==> src/rtl/smul_pkg.sv <==
package smul_pkg;
    typedef enum logic [1:0] {
        ST_IDLE = 2'd0,
        ST_RUN  = 2'd1,
        ST_DONE = 2'd2
    } smul_state_e;
endpackage

==> src/rtl/smul_ctrl.sv <==
module smul_ctrl
    import smul_pkg::*;
#(
    parameter int WIDTH = 8
) (
    input  logic clk,
    input  logic rst_n,
    input  logic start,
    output logic load,
    output logic step,
    output logic last,
    output logic busy,
    output logic done
);
    localparam int CW = (WIDTH > 2) ? $clog2(WIDTH) : 1;
    localparam logic [CW-1:0] LAST_IDX = CW'(WIDTH - 1);

    smul_state_e state_q, state_d;
    logic [CW-1:0] cnt_q;

    // state register and step counter
    always_ff @(posedge clk or negedge rst_n) begin
        if (!rst_n) begin
            state_q <= ST_IDLE;
            cnt_q   <= '0;
        end else begin
            state_q <= state_d;
            if (load)      cnt_q <= '0;
            else if (step) cnt_q <= cnt_q + 1'b1;
        end
    end

    // next state
    always_comb begin
        state_d = state_q;
        unique case (state_q)
            ST_IDLE: if (start) state_d = ST_RUN;
            ST_RUN:  if (cnt_q == LAST_IDX) state_d = ST_DONE;
            ST_DONE: state_d = start ? ST_RUN : ST_IDLE;
            default: state_d = ST_IDLE;
        endcase
    end

    // outputs
    always_comb begin
        load = 1'b0;
        step = 1'b0;
        busy = 1'b0;
        done = 1'b0;
        unique case (state_q)
            ST_IDLE: load = start;
            ST_RUN: begin
                step = 1'b1;
                busy = 1'b1;
            end
            ST_DONE: begin
                done = 1'b1;
                load = start;
            end
            default: ;
        endcase
        last = step && (cnt_q == LAST_IDX);
    end
endmodule

==> src/rtl/smul_datapath.sv <==
module smul_datapath #(
    parameter int WIDTH = 8
) (
    input  logic               clk,
    input  logic               rst_n,
    input  logic               load,
    input  logic               step,
    input  logic               last,
    input  logic               signed_mode,
    input  logic [WIDTH-1:0]   op_a,
    input  logic [WIDTH-1:0]   op_b,
    output logic [2*WIDTH-1:0] product
);
    localparam int EW = WIDTH + 1;

    logic [WIDTH-1:0] mcand_q;
    logic [WIDTH-1:0] acc_hi_q;
    logic [WIDTH-1:0] acc_lo_q;
    logic             sgn_q;

    logic [EW-1:0] hi_ext, mc_ext, addend, sum;
    logic          subtract;

    always_comb begin
        hi_ext   = {sgn_q & acc_hi_q[WIDTH-1], acc_hi_q};
        mc_ext   = {sgn_q & mcand_q[WIDTH-1], mcand_q};
        addend   = acc_lo_q[0] ? mc_ext : '0;
        subtract = last && sgn_q;
        sum      = subtract ? (hi_ext - addend) : (hi_ext + addend);
    end

    always_ff @(posedge clk or negedge rst_n) begin
        if (!rst_n) begin
            mcand_q  <= '0;
            acc_hi_q <= '0;
            acc_lo_q <= '0;
            sgn_q    <= 1'b0;
        end else if (load) begin
            mcand_q  <= op_a;
            acc_hi_q <= '0;
            acc_lo_q <= op_b;
            sgn_q    <= signed_mode;
        end else if (step) begin
            acc_hi_q <= sum[EW-1:1];
            acc_lo_q <= {sum[0], acc_lo_q[WIDTH-1:1]};
        end
    end

    assign product = {acc_hi_q, acc_lo_q};
endmodule

==> src/rtl/shiftadd_mult.sv <==
module shiftadd_mult #(
    parameter int WIDTH = 8
) (
    input  logic               clk,
    input  logic               rst_n,
    input  logic               start,
    input  logic               signed_mode,
    input  logic [WIDTH-1:0]   op_a,
    input  logic [WIDTH-1:0]   op_b,
    output logic               busy,
    output logic               done,
    output logic [2*WIDTH-1:0] product
);
    logic load, step, last;

    smul_ctrl #(.WIDTH(WIDTH)) u_ctrl (
        .clk   (clk),
        .rst_n (rst_n),
        .start (start),
        .load  (load),
        .step  (step),
        .last  (last),
        .busy  (busy),
        .done  (done)
    );

    smul_datapath #(.WIDTH(WIDTH)) u_dp (
        .clk         (clk),
        .rst_n       (rst_n),
        .load        (load),
        .step        (step),
        .last        (last),
        .signed_mode (signed_mode),
        .op_a        (op_a),
        .op_b        (op_b),
        .product     (product)
    );
endmodule

==> config.mk <==
export PLATFORM = sky130hd
export DESIGN_NAME = shiftadd_mult
export DESIGN_NICKNAME = d
export VERILOG_FILES = /design/src/rtl/smul_pkg.sv /design/src/rtl/smul_ctrl.sv /design/src/rtl/smul_datapath.sv /design/src/rtl/shiftadd_mult.sv
export SDC_FILE = /design/constraint.sdc
export NUM_CORES = 1
export LEC_CHECK = 0
export CORE_ASPECT_RATIO = 1.4
export CORE_MARGIN = 5
export CORE_UTILIZATION = 55
export CTS_CLUSTER_SIZE = 25
export DETAILED_ROUTE_END_ITERATION = 16
export PLACE_DENSITY = 0.87
export REMOVE_ABC_BUFFERS = 1
export SETUP_SLACK_MARGIN = 0.1
export SYNTH_ARGS = -nofsm -noshare
export SYNTH_HDL_FRONTEND = slang
export SYNTH_SLANG_ARGS = --single-unit
==> constraint.sdc <==
create_clock -name clk -period 8.05 [get_ports clk]
set_input_delay 0.805 -clock clk [delete_from_list [all_inputs] [get_ports clk]]
set_output_delay 0.805 -clock clk [all_outputs]
set_load 0.01 [all_outputs]
# Yosys cells after proc, flatten, opt, wreduce, memory -nomap -nowiden
# Cells that the tools add are included.
# W data, S select, Z words.
# classes
n_addsub	3
eq_ne	5
muxes	15
bitwise	2
n_reduce_logical	6
# ops
cell	count
$mux W8	4
$mux W9	2
$add A9 B9 Y9	1
$sub A9 B9 Y9	1
$mux W3	2
$pmux W2 S3	1
$mux W1	4
$mux W2	2
$add A3 B1 Y3 const B	1
$eq A3 B3 Y1 const B	1
$and A1 B1 Y1	2
$eq A2 B1 Y1 const B	1
$eq A2 B2 Y1 const B	1
$logic_and A1 B1 Y1	2
$logic_not A2 Y1	1
$ne A2 B1 Y1 const B	1
$ne A2 B2 Y1 const B	1
$reduce_and A2 Y1	1
$reduce_bool A2 Y1	1
$reduce_or A2 Y1	1
# totals
reg_bits	30
output_inout_bits	18
wordCells	37

# Longest topological paths before layout
# logic_depth
ltp_word	7
depth_mapped	13
mapped_depth_nobuf	13

# Hierarchy
# A second synthesis with hierarchy kept.
# hier_totals
cells_unflattened	196
area_unflattened_um2	1913.1
# modules_own_cells
module	instances	cells_each	area_each_um2
smul_datapath	1	174	1646.6
smul_ctrl	1	22	266.5

# Least setup slack after synthesis
# OpenSTA, ideal clock, no wires.
# synth_path
kind	flip-flop to flip-flop
startpoint	reg u_dp.acc_lo_q[0]
endpoint	reg u_dp.acc_hi_q[7]
arrival_time_ns	2.751
required_ns	7.974
setup_slack_ns	5.223
stages_incl_launch_ff	12
path_cell_list	dfrtp_1 clkbuf_1 nand2_1 ha_1 nor2_1 nor2_1 or3_1 ha_1 or4_1 o22ai_1 xnor3_1 o21ai_1
# synth_between
elab_chain_len	5
elab_cells_between_ends	6
cone_classes	add/sub: 2; mux: 4
# synth_lines
element	line_no	source
start: declaration	smul_datapath.sv:18	logic [WIDTH-1:0] acc_lo_q;
start signal: assignment	smul_datapath.sv:41	acc_lo_q <= op_b;
start signal: assignment	smul_datapath.sv:45	acc_lo_q <= {sum[0], acc_lo_q[WIDTH-1:1]};
$mux W9 *	smul_datapath.sv:27	addend = acc_lo_q[0] ? mc_ext : '0;
$add A9 B9 Y9 / $sub A9 B9 Y9 (equally long branches)	smul_datapath.sv:29	sum = subtract ? (hi_ext - addend) : (hi_ext + addend);
$mux W9 *	smul_datapath.sv:29	
$mux W8 *	smul_datapath.sv:43	end else if (step) begin
$mux W8 *	smul_datapath.sv:38	end else if (load) begin
end signal: assignment	smul_datapath.sv:44	acc_hi_q <= sum[EW-1:1];
end: declaration	smul_datapath.sv:17	logic [WIDTH-1:0] acc_hi_q;
# Mark *: on every way between the ends. The rest lies on a longest branch, timed or not. The select of a mux whose other input is x is not followed.
# A chain may end at the register's enable or synchronous reset.

# Final worst setup path
# layout_path
startpoint	reg u_ctrl.cnt_q[0]
endpoint	reg u_dp.acc_hi_q[5]
# layout_between
elab_chain_len	6
# layout_lines
element	line_no	source
start: declaration	smul_ctrl.sv:19	logic [CW-1:0] cnt_q;
start signal: assignment	smul_ctrl.sv:29	else if (step) cnt_q <= cnt_q + 1'b1;
$eq A3 B3 Y1	smul_ctrl.sv:62	last = step && (cnt_q == LAST_IDX);
$logic_and A1 B1 Y1	smul_ctrl.sv:62	
$logic_and A1 B1 Y1	smul_datapath.sv:28	subtract = last && sgn_q;
$mux W9	smul_datapath.sv:29	
$mux W8	smul_datapath.sv:43	
$mux W8	smul_datapath.sv:38	
# No other way between the ends. The select of a mux whose other input is x is not followed.

==> flow_metrics.tcl <==
set metrics [dict create \
    ctsResizeCount 0 \
    coreArea_um2 3150 \
    worst_pin_slew_ns 0.981 \
    cts_buffers 5 \
    critPathCapture "u_dp.acc_hi_q[5]" \
    power.density_nw_per_um2 547 \
    period_needed_ns 3.23 \
    synth_edf_count 0 \
    post-route-drc-count 0 \
    hold_path_class "reg -> reg" \
    critPathMaxFanout 5 \
    cts_buffer_depth 2 \
    h-tree-depth 2 \
    clock_sinks 30 \
    wirelength_mm 4.71 \
    netlist_top_cells_area "dfrtp_1 (42%), ha_1 (7.6%), nand2_1 (5.4%), mux2_2 (5.0%), o21ai_0 (3.1%)" \
    ys_seq_area_share_pct 41.6 \
    cts_tree "built" \
    ys_types 45 \
    startpoint "u_ctrl.cnt_q[0]" \
    first_pass_iters 4 \
    fin_ws_ns 4.82 \
    reg2reg_depth 13 \
    area_delta_synth_final_pct 27.0 \
    die_h_um 77.8 \
    die_x_um 58.4 \
    synth_top_area_cell "dfrtp_1" \
    syn_area_um2 1800 \
    start_kind "flop" \
    grt_pass1_vias 1667 \
    maxCapViolations 0 \
    floorplan.initialDensity_pct 57.2 \
    leakage_nw 0.984 \
    synthFlopType "dfrtp_1" \
    grt_setup_unrepaired "false" \
    vias 1570 \
    required_ns 8.22 \
    tns_ns 0 \
    synthCells 180 \
    gr-total-overflow 0 \
    gr-usage-all-layers_pct 23.0 \
    grt_pass1_wl_mm 7.91 \
    mostFrequentLayoutCell "clkdlybuf4s50_1" \
    first_iter_violations 38 \
    post_drt_wl_per_cell_um 18.1 \
    cp-end-kind "flop" \
    num_rows 24 \
    gp_congestion 0.860 \
    avgViaCountPerCell 6.04 \
    reg2reg_from "u_ctrl.cnt_q[0]" \
    antenna_cells 0 \
    timing.final.crit_share_pct 40.1 \
    portBuffers 37 \
    ys_warn_count 0 \
    clk_latency_ns 0.29 \
    avgSynthCellArea_um2 10.0 \
    r2r-end "u_dp.acc_hi_q[5]" \
    hold_buffers 0 \
    outcome "finished, final reports clean" \
    maxSlewViolCount 0 \
    antenna_found_initial 0 \
    io_pins 38 \
    place_worst_setup_slack_ns 4.82 \
    dp_hpwl_mm 3.54 \
    final_nets 252 \
    synthDominantCellAreaShare_pct 41.6 \
    finalSetupViolations 0 \
    drive_gt1_share_pct 9.95 \
    hold_viol_final 0 \
    timing.fmax_mhz 310 \
    worst_ir_drop_vdd_mv 0.371 \
    drtAntennaViolNets 0 \
    dp_cells 252 \
    r2r_slack_ns 4.82 \
    critical_path_class "reg -> reg" \
    clk_pin_slew_ns 0.07 \
    skew_ns 0.00380 \
    arrival_ns 3.40 \
    dieArea_um2 4540 \
    ctsRootBufferMaster "clkbuf_8" \
    async_flop_share_pct 100 \
    ys_ff_latch 30 \
    final_cell_mix "clkdlybuf4s50_1 (37), dfrtp_1 (30), nand2_1 (26), o21ai_0 (11), ha_1 (11)" \
    slew-limit-headroom_pct 34.4 \
    grt_max_degree 31 \
    fin_cells 260 \
    cts_setup_buffers 0 \
]
-- report_power, final --
group | switching, W | internal, W | total [W]
logic | 0.000410 | 0.000389 | 0.000799
clock network | 0.0000642 | 0.0000606 | 0.000125
registers | 0.0000944 | 0.000234 | 0.000329
total | 0.000569 | 0.000684 | 0.00125
-- kinds of logic (layout without fill, tap and decap cells) --
| logic type | Yosys count | in the layout | share of synthesized area, % |
|---|---|---|---|
| buf+inv | 12 | 53 | 3.61 |
| xor+xnor | 6 | 6 | 3.68 |
| mux | 12 | 12 | 7.28 |
| fa+ha+maj | 12 | 12 | 8.74 |
| simple gates | 63 | 63 | 18.0 |
| compound gates | 45 | 45 | 17.1 |
| flops | 30 | 30 | 41.6 |
-- state kept, by name, summed over array words and instances, names as in the netlist --
name	flops
u_dp.sgn_q	1
u_ctrl.state_q	2
u_dp.acc_hi_q	8
u_ctrl.cnt_q	3
u_dp.acc_lo_q	8
u_dp.mcand_q	8
-- worst max-delay path: stages, from the launching register on --
cell	delay, ns
dfrtp_1	0.40
ha_1	0.20
ha_1	0.22
and4b_1	0.27
nor2_1	0.28
nor2_1	0.09
a31oi_1	0.14
o21ai_0	0.15
ha_1	0.37
o21ai_1	0.10
a21oi_1	0.08
o21a_1	0.19
or3_1	0.32
a32o_1	0.28
-- worst min path at each step --
stage          cells after the start              from                to
3_3_place_gp                       1   u_ctrl.cnt_q[2]   u_ctrl.cnt_q[2]
5_1_grt                            1   u_ctrl.cnt_q[1]   u_ctrl.cnt_q[1]
6_report                           1   u_ctrl.cnt_q[1]   u_ctrl.cnt_q[1]
4_1_cts                            1   u_ctrl.cnt_q[1]   u_ctrl.cnt_q[1]
2_1_floorplan                      1   u_ctrl.cnt_q[0]   u_ctrl.cnt_q[0]
3_5_place_dp                       2  u_dp.acc_lo_q[3]  u_dp.acc_lo_q[3]
-- through the flow --
| stage | instance area [um^2] | power [W] | utilization [%] | hold WS [ns] |
|---|---|---|---|---|
| after CTS | 2290 | 0.00125 | 72.7 | 0.515 |
| after global placement | 2200 | 0.00108 | 69.8 | 0.493 |
| final | 2290 | 0.00125 | 72.7 | 0.511 |
| after detailed placement | 2200 | 0.00112 | 69.8 | 0.491 |
| after floorplan | 1770 | 0.000859 | - | 0.468 |
| after global routing | 2290 | 0.00136 | 72.7 | 0.531 |
-- Yosys cell counts (2+ instances only) --
cell      number
a211oi_1       2
a21oi_1        6
a22o_1         2
a22oi_1        4
a31oi_1        2
a32o_1         2
buf_6          2
clkbuf_1       4
dfrtp_1       30
ha_1          11
inv_1          5
mux2_2         8
mux2i_1        3
nand2_1       26
nand2b_1       6
nand3_1        3
nor2_1         9
nor2b_1        4
nor3_1         2
nor4_1         2
o21a_1         3
o21ai_0       11
o21ai_1        2
o31ai_1        4
or3_1          3
or4_1          2
xnor2_1        2
xor2_1         3
-- cell type report --
type,instances,area (um^2)
Clock inverter,3,21.3
Timing Repair Buffer,39,385
Inverter,6,27.5
Multi-Input combinational cell,138,988
Fill cell,248,862
Clock buffer,5,68.8
Tap cell,39,48.8
Sequential cell,30,751
-- metal layers --
| layer | vias up | global-route usage, % | part of all wire [%] |
|---|---|---|---|
| met2 | 58 | 39.5 | 53 |
| met1 | 765 | 25.8 | 39 |
| met5 | - | 0 | 0 |
| met4 | 0 | 11.4 | 3.2 |
| met3 | 13 | 5.65 | 5.6 |
| li1 | 734 | - | - |
Note: power is estimated with default switching activity, not from simulation.
